===== src/rtl/pgw_pkg.sv =====
package pgw_pkg;
  parameter int unsigned PGW_TGT_AW = 21;
  parameter int unsigned PGW_OFF_W  = 8;
  parameter int unsigned PGW_PAGE_W = PGW_TGT_AW - PGW_OFF_W;

  typedef enum logic [1:0] {ST_IDLE, ST_ISSUE, ST_DONE} pgw_state_e;
  typedef enum logic [1:0] {RS_NONE, RS_RF, RS_VP} pgw_rsel_e;

  typedef struct packed {
    logic                  err;
    logic                  vp_hit;
    logic [PGW_TGT_AW-1:0] tgt;
  } pgw_dec_t;
endpackage


===== src/rtl/pgw_decode.sv =====
module pgw_decode
  import pgw_pkg::*;
#(
  parameter bit          INDIRECT = 1'b1,
  parameter int unsigned STRIDE   = 2,
  parameter int unsigned PADDR_W  = 24
) (
  input  logic [PADDR_W-1:0]    paddr,
  input  logic [PGW_PAGE_W-1:0] vp,
  output pgw_dec_t              dec
);
  localparam int unsigned SH    = (STRIDE == 4) ? 2 : 1;
  localparam int unsigned IDX_W = PADDR_W - SH;

  logic             misalign;
  logic [IDX_W-1:0] idx;

  assign misalign = |paddr[SH-1:0];
  assign idx      = paddr[PADDR_W-1:SH];

  generate
    if (INDIRECT) begin : g_ind
      localparam int unsigned EXT_W = (IDX_W > PGW_OFF_W) ? IDX_W : PGW_OFF_W + 1;
      logic [EXT_W-1:0]     ext;
      logic [PGW_OFF_W-1:0] slot;
      logic                 oor;
      assign ext  = EXT_W'(idx);
      assign slot = ext[PGW_OFF_W-1:0];
      assign oor  = |ext[EXT_W-1:PGW_OFF_W];
      assign dec.err    = misalign | oor;
      assign dec.vp_hit = (slot == '1);
      assign dec.tgt    = {vp, slot};
    end else begin : g_dir
      localparam int unsigned EXT_W = (IDX_W > PGW_TGT_AW) ? IDX_W : PGW_TGT_AW + 1;
      logic [EXT_W-1:0] ext;
      logic             oor;
      logic             unused_vp;
      assign ext       = EXT_W'(idx);
      assign oor       = |ext[EXT_W-1:PGW_TGT_AW];
      assign unused_vp = ^vp;
      assign dec.err    = misalign | oor;
      assign dec.vp_hit = 1'b0;
      assign dec.tgt    = ext[PGW_TGT_AW-1:0];
    end
  endgenerate
endmodule


===== src/rtl/pgw_viewport.sv =====
module pgw_viewport #(
  parameter int unsigned W = 13
) (
  input  logic         clk,
  input  logic         rst,
  input  logic         wr_en,
  input  logic [W-1:0] wr_val,
  output logic [W-1:0] vp
);
  always_ff @(posedge clk) begin
    if (rst)        vp <= '0;
    else if (wr_en) vp <= wr_val;
  end
endmodule


===== src/rtl/pgw_seq.sv =====
module pgw_seq
  import pgw_pkg::*;
#(
  parameter int unsigned REG_W = 16
) (
  input  logic                  clk,
  input  logic                  rst,
  input  logic                  psel,
  input  logic                  penable,
  input  logic                  pwrite,
  input  logic [REG_W-1:0]      wdata,
  input  pgw_dec_t              dec,
  output logic [PGW_TGT_AW-1:0] rf_addr,
  output logic [REG_W-1:0]      rf_wdata,
  output logic                  rf_we,
  output logic                  rf_re,
  output logic                  vp_we,
  output logic                  pready,
  output logic                  pslverr,
  output pgw_rsel_e             rsel
);
  pgw_state_e st;
  logic       err_q;
  logic       setup;
  logic       fwd;

  assign setup = (st == ST_IDLE) && psel && !penable;
  assign fwd   = !dec.err && !dec.vp_hit;
  assign vp_we = setup && pwrite && !dec.err && dec.vp_hit;

  always_ff @(posedge clk) begin
    if (rst) begin
      st       <= ST_IDLE;
      err_q    <= 1'b0;
      rf_addr  <= '0;
      rf_wdata <= '0;
      rf_we    <= 1'b0;
      rf_re    <= 1'b0;
      pready   <= 1'b0;
      pslverr  <= 1'b0;
      rsel     <= RS_NONE;
    end else begin
      case (st)
        ST_IDLE: begin
          if (setup) begin
            st       <= ST_ISSUE;
            err_q    <= dec.err;
            rf_addr  <= dec.tgt;
            rf_wdata <= wdata;
            rf_we    <= pwrite && fwd;
            rf_re    <= !pwrite && fwd;
            if (pwrite || dec.err) rsel <= RS_NONE;
            else if (dec.vp_hit)   rsel <= RS_VP;
            else                   rsel <= RS_RF;
          end
        end
        ST_ISSUE: begin
          rf_we   <= 1'b0;
          rf_re   <= 1'b0;
          pready  <= 1'b1;
          pslverr <= err_q;
          st      <= ST_DONE;
        end
        ST_DONE: begin
          pready  <= 1'b0;
          pslverr <= 1'b0;
          rsel    <= RS_NONE;
          st      <= ST_IDLE;
        end
        default: st <= ST_IDLE;
      endcase
    end
  end
endmodule


===== src/rtl/apb_page_bridge.sv =====
module apb_page_bridge
  import pgw_pkg::*;
#(
  parameter bit          INDIRECT = 1'b1,
  parameter int unsigned STRIDE   = 2,
  parameter int unsigned PADDR_W  = 24,
  parameter int unsigned PDATA_W  = 32
) (
  input  logic                  clk,
  input  logic                  rst,
  input  logic                  psel,
  input  logic                  penable,
  input  logic                  pwrite,
  input  logic [PADDR_W-1:0]    paddr,
  input  logic [PDATA_W-1:0]    pwdata,
  output logic [PDATA_W-1:0]    prdata,
  output logic                  pready,
  output logic                  pslverr,
  output logic [PGW_TGT_AW-1:0] rf_addr,
  output logic [15:0]           rf_wdata,
  output logic                  rf_we,
  output logic                  rf_re,
  input  logic [15:0]           rf_rdata
);
  localparam int unsigned REG_W = 16;

  pgw_dec_t              dec;
  logic [PGW_PAGE_W-1:0] vp;
  logic                  vp_we;
  pgw_rsel_e             rsel;
  logic                  unused_hi;

  assign unused_hi = ^pwdata[PDATA_W-1:REG_W];

  pgw_decode #(
    .INDIRECT(INDIRECT), .STRIDE(STRIDE), .PADDR_W(PADDR_W)
  ) u_dec (
    .paddr(paddr), .vp(vp), .dec(dec)
  );

  pgw_viewport #(.W(PGW_PAGE_W)) u_vp (
    .clk(clk), .rst(rst), .wr_en(vp_we),
    .wr_val(pwdata[PGW_PAGE_W-1:0]), .vp(vp)
  );

  pgw_seq #(.REG_W(REG_W)) u_seq (
    .clk(clk), .rst(rst), .psel(psel), .penable(penable), .pwrite(pwrite),
    .wdata(pwdata[REG_W-1:0]), .dec(dec),
    .rf_addr(rf_addr), .rf_wdata(rf_wdata), .rf_we(rf_we), .rf_re(rf_re),
    .vp_we(vp_we), .pready(pready), .pslverr(pslverr), .rsel(rsel)
  );

  always_comb begin
    prdata = '0;
    if (pready) begin
      case (rsel)
        RS_RF:   prdata = PDATA_W'(rf_rdata);
        RS_VP:   prdata = PDATA_W'(vp);
        default: prdata = '0;
      endcase
    end
  end
endmodule


===== config.mk =====
export PLATFORM = sky130hd
export DESIGN_NAME = apb_page_bridge
export DESIGN_NICKNAME = d
export VERILOG_FILES = /design/src/rtl/pgw_pkg.sv /design/src/rtl/pgw_decode.sv /design/src/rtl/pgw_viewport.sv /design/src/rtl/pgw_seq.sv /design/src/rtl/apb_page_bridge.sv
export SDC_FILE = /design/constraint.sdc
export NUM_CORES = 1
export LEC_CHECK = 0
export CAP_MARGIN = 30
export CORE_MARGIN = 2
export CORE_UTILIZATION = 38
export DETAILED_ROUTE_END_ITERATION = 8
export GPL_ROUTABILITY_DRIVEN = 0
export HOLD_SLACK_MARGIN = 0.06
export PLACE_DENSITY_LB_ADDON = 0.15
export SYNTH_ARGS = -nofsm -noshare
export SYNTH_HDL_FRONTEND = slang
export SYNTH_SLANG_ARGS = --single-unit

===== constraint.sdc =====
create_clock -name clk -period 2.26 [get_ports clk]
set_input_delay 0.452 -clock clk [delete_from_list [all_inputs] [get_ports clk]]
set_output_delay 0.452 -clock clk [all_outputs]
set_load 0.03 [all_outputs]

==> results.txt <==
The logic depth of the worst register-to-register path came out at 7. The vias per cell is about 5. The number of placed instances with taps included came out at 520. The antenna violation net count after detailed routing is 0. Setup repair after global routing left no endpoint under its margin.

Counting along the longest clock path gives a buffer depth of 2. For this design the top-level I/O count stands at 150. The DRC violation count after routing is 0. The proportion of power drawn by the clock network is 0.296.

Across the whole layout, storage elements account for 1180 um2. The routed wire length per instance is about 15 um. For hold timing, the worst endpoint is u_seq.rf_re$_SDFFE_PP0P_. Data arrives at the worst endpoint at between 1.5 and 2 ns. The reported max-cap violation count came out at 0. The number of failing hold endpoints at the final stage is 0. CTS saw between 50 and 60 sinks. Counting flops and latches in the post-synthesis netlist gives 59. The post-synth design cell area is ~2600 um2. The die outline width came out at 87.5 um. The worst hold path belongs to the class in -> reg. TritonCTS built the clock tree. Averaged over all synthesized cells, the footprint is between 7 and 8 um2.

For this configuration, the core starts out at a cell density of 0.392. The floorplan step defined a die boundary enclosing approximately 7600 um2. The HPWL after detailed placement came out at 5.54 mm. The proportion of synthesized chip area in sequential cells came out at 0.446.

The number of unique standard cell types used by synthesis is 31. The area added between synthesis and finish came out at 49.4%. Excluding fillers, the count of instances in the completed layout stands at about 540. The analysis attributes to net switching a power of 0.872 mW.

Adding up every negative setup slack in the final design gives 0 ns. The number of design-rule violations left by the first detailed-router iteration came out at 130. The clock latency reported for the late side of the worst-skew pair came out at around 0.32 ns. The detailed router placed roughly 2700 vias in this run.

The clock period could shrink to roughly 2.2 ns. The share of total power dissipated in combinational logic is 0.276. Cell internal power was estimated by the tool at 1.85 mW. The clock tree root driver cell is clkbuf_8. The maximum fanout encountered on the critical timing path is 1. The multi-input combinational cells in the finished layout cover a total of 1270 um2. The count of pins over their slew limit came to 0. The worst setup path is captured at a primary output. The number of H-tree levels came out at 3. In this run the most critical hold path is launched from rst.

The worst hold path depth is 3. The most frequently used flop master after synthesis is dfxtp_1. The all-layer global routing usage came out at 0.211.

At the worst endpoint, the required time is 1.81 ns. The run finished with clean final reports. The count of standard-cell rows is 30. In this run, post-CTS hold repair placed 0 buffers. The ratio of cells with drive above 1 in the final layout is 0.0923.

The total of endpoints with negative setup slack in the final report is 0. The area of the core is slightly below 7000 um2. The number of global-route vias before repair is 2683. Synthesis produced approximately 340 cells. The global-route wire length before repair is approximately 13 mm. The largest net degree at the start of global routing came out at 59. For the final database, setup skew stands at 0.00885 ns. The worst setup slack for register-to-register paths is about 0.39 ns. The end of the worst register-to-register path is u_vp.vp[11]$_SDFFE_PP0P_. STA classifies the critical path startpoint as an input pin.

The reg-to-reg critical path startpoint is u_seq.st[0]$_SDFFE_PP0P_. For this run the aggregate overflow at the end of global routing stands at 0. The classification of the worst setup path is in -> out. Tracing the worst setup path back leads to its startpoint at rf_rdata[15]. Of all flip-flops after synthesis, the portion carrying an async set or reset was 0. The number of nets at the end of the flow came out at roughly 530. The final-layout fill cell count came out at 639. Wires add up to approximately 7.8 mm. After clock tree synthesis, the clock-pin slew on the worst setup and hold paths is 0.07 ns. Headroom to the max-slew limit came out at 0.582.

The number of flops mapped to enable cells by yosys came out at 0. The maximum achievable frequency came out at about 460 MHz. The chip height is approximately 87 um. The final period utilization came out at 0.955. The total CTS buffers came out at 9. Across the VDD grid, the largest voltage drop is approximately 0.39 mV. The count of synthesis-stage warnings from yosys is 0.

The cell area power density is about 690 nW/um2. The proportion of total power due to net switching came out at 0.321. The quantity of I/O buffers inserted on ports is 117. For this run, the detailed router's first-pass iteration total came to 4. The antenna cell count came out at 0. At the pin with the least slew margin, the transition time is roughly 0.63 ns. Of the total power, registers draw 0.427. The number of antenna violations at the first check in global routing came out at 0. Summed over all cells, the static leakage comes to 1.42 nW.
power by group through the flow:
stage | logic (mW) | clock network, mW | registers, mW
after floorplan | 0.346 | 0 | 1.29
final | 0.751 | 0.805 | 1.16
after CTS | 0.754 | 0.820 | 1.16
after detailed placement | 0.749 | 0 | 1.18
after global routing | 0.822 | 0.882 | 1.17
after global placement | 0.741 | 0 | 1.18
worst max-delay path: stages:
cell,delay [ns]
clkdlybuf4s50_1,0.45
and3_1,0.14
clkdlybuf4s50_1,0.66
cells in the final DEF, fill, tap and decap left out, types with 3 or more instances in the layout:
cell type        instances
nor2_1                  16
clkdlybuf4s50_1        102
and3_1                   5
clkbuf_8                10
ha_1                     5
clkinv_2                 3
conb_1                  16
inv_1                    4
nand4_1                 18
dfxtp_1                 59
o21ai_0                 16
a22oi_1                 13
nand2_1                 82
buf_4                   22
nor3_1                   3
a21oi_1                 53
per-stage QoR:
step | cell area (um2) | util | power [mW] | hold slack (ns) | worst slack (ns)
floorplan | 2700 | - | 1.63 | 0.442 | 0.343
global placement | 3790 | 0.560 | 1.92 | 0.438 | 0.103
detailed placement | 3790 | 0.560 | 1.93 | 0.445 | 0.0994
CTS | 3950 | 0.584 | 2.74 | 0.410 | 0.00953
global route | 3950 | 0.585 | 2.87 | 0.427 | 0.00559
finish | 3950 | 0.585 | 2.72 | 0.422 | 0.101
synth_stat cells (2+ instances only):
master / n / area [um2]
buf_6: 2 / 22.5
a211oi_1: 2 / 15.0
nand2_1: 82 / 308
a21oi_1: 53 / 265
nand3b_1: 2 / 15.0
nor2_1: 16 / 60.1
o21ai_1: 2 / 10.0
nor4_1: 2 / 12.5
dfxtp_1: 59 / 1180
nand3_1: 2 / 10.0
buf_4: 17 / 128
buf_2: 4 / 20.0
nor3_1: 3 / 15.0
inv_1: 4 / 15.0
nand4_1: 18 / 113
ha_1: 6 / 75.1
and3_1: 5 / 31.3
a22oi_1: 13 / 97.6
nand2b_1: 2 / 12.5
nor4_2: 2 / 25.0
o21ai_0: 16 / 80.1
clkbuf_1: 17 / 63.8
and4_1: 2 / 17.5
timing repair:
action,4_1_cts,5_1_grt
endpoints found under the hold margin,0,0
buffers inserted,0,0
gates resized for setup,0,3
setup endpoints to repair,0,14
layer usage:
metal  vias up  GRT usage  share of wire
li1       1361          -              -
met1      1273      0.277           0.45
met2        92      0.336           0.47
met3         7     0.0521          0.069
met4         0     0.0741          0.011
met5         -          0              0
state kept, by name (all words and copies together) (netlist names):
name / cells
u_seq.err_q: 1
u_seq.pready: 1
u_seq.pslverr: 1
u_seq.rf_addr: 21
u_seq.rf_re: 1
u_seq.rf_wdata: 16
u_seq.rf_we: 1
u_seq.rsel: 2
u_seq.st: 2
u_vp.vp: 13
area by class of cell:
cell class	count	share of cell area
clock buffer	12	0.0367
clock inverter	3	0.00380
inverter	4	0.00380
multi-input combinational	250	0.322
sequential	59	0.299
tap	80	0.0253
timing repair buffer	127	0.309
cell families after synthesis:
logic type               Yosys count  share of synthesized area
other                              1                    0.00142
flip-flops                        59                      0.446
adder cells (fa/ha/maj)            6                     0.0284
buffers and inverters             45                     0.0955
AND/OR/NAND/NOR                  142                      0.252
AO/OA/AOI/OAI                     86                      0.177
how the worst max path moves through the flow:
stage                 endpoint  slack (ns)
floorplan           prdata[10]        0.34
global placement    prdata[15]        0.10
detailed placement  prdata[15]         0.1
CTS                  prdata[1]        0.01
global route        prdata[15]       0.006
finish              prdata[15]        0.10
Power figures use the tool's default switching activity.
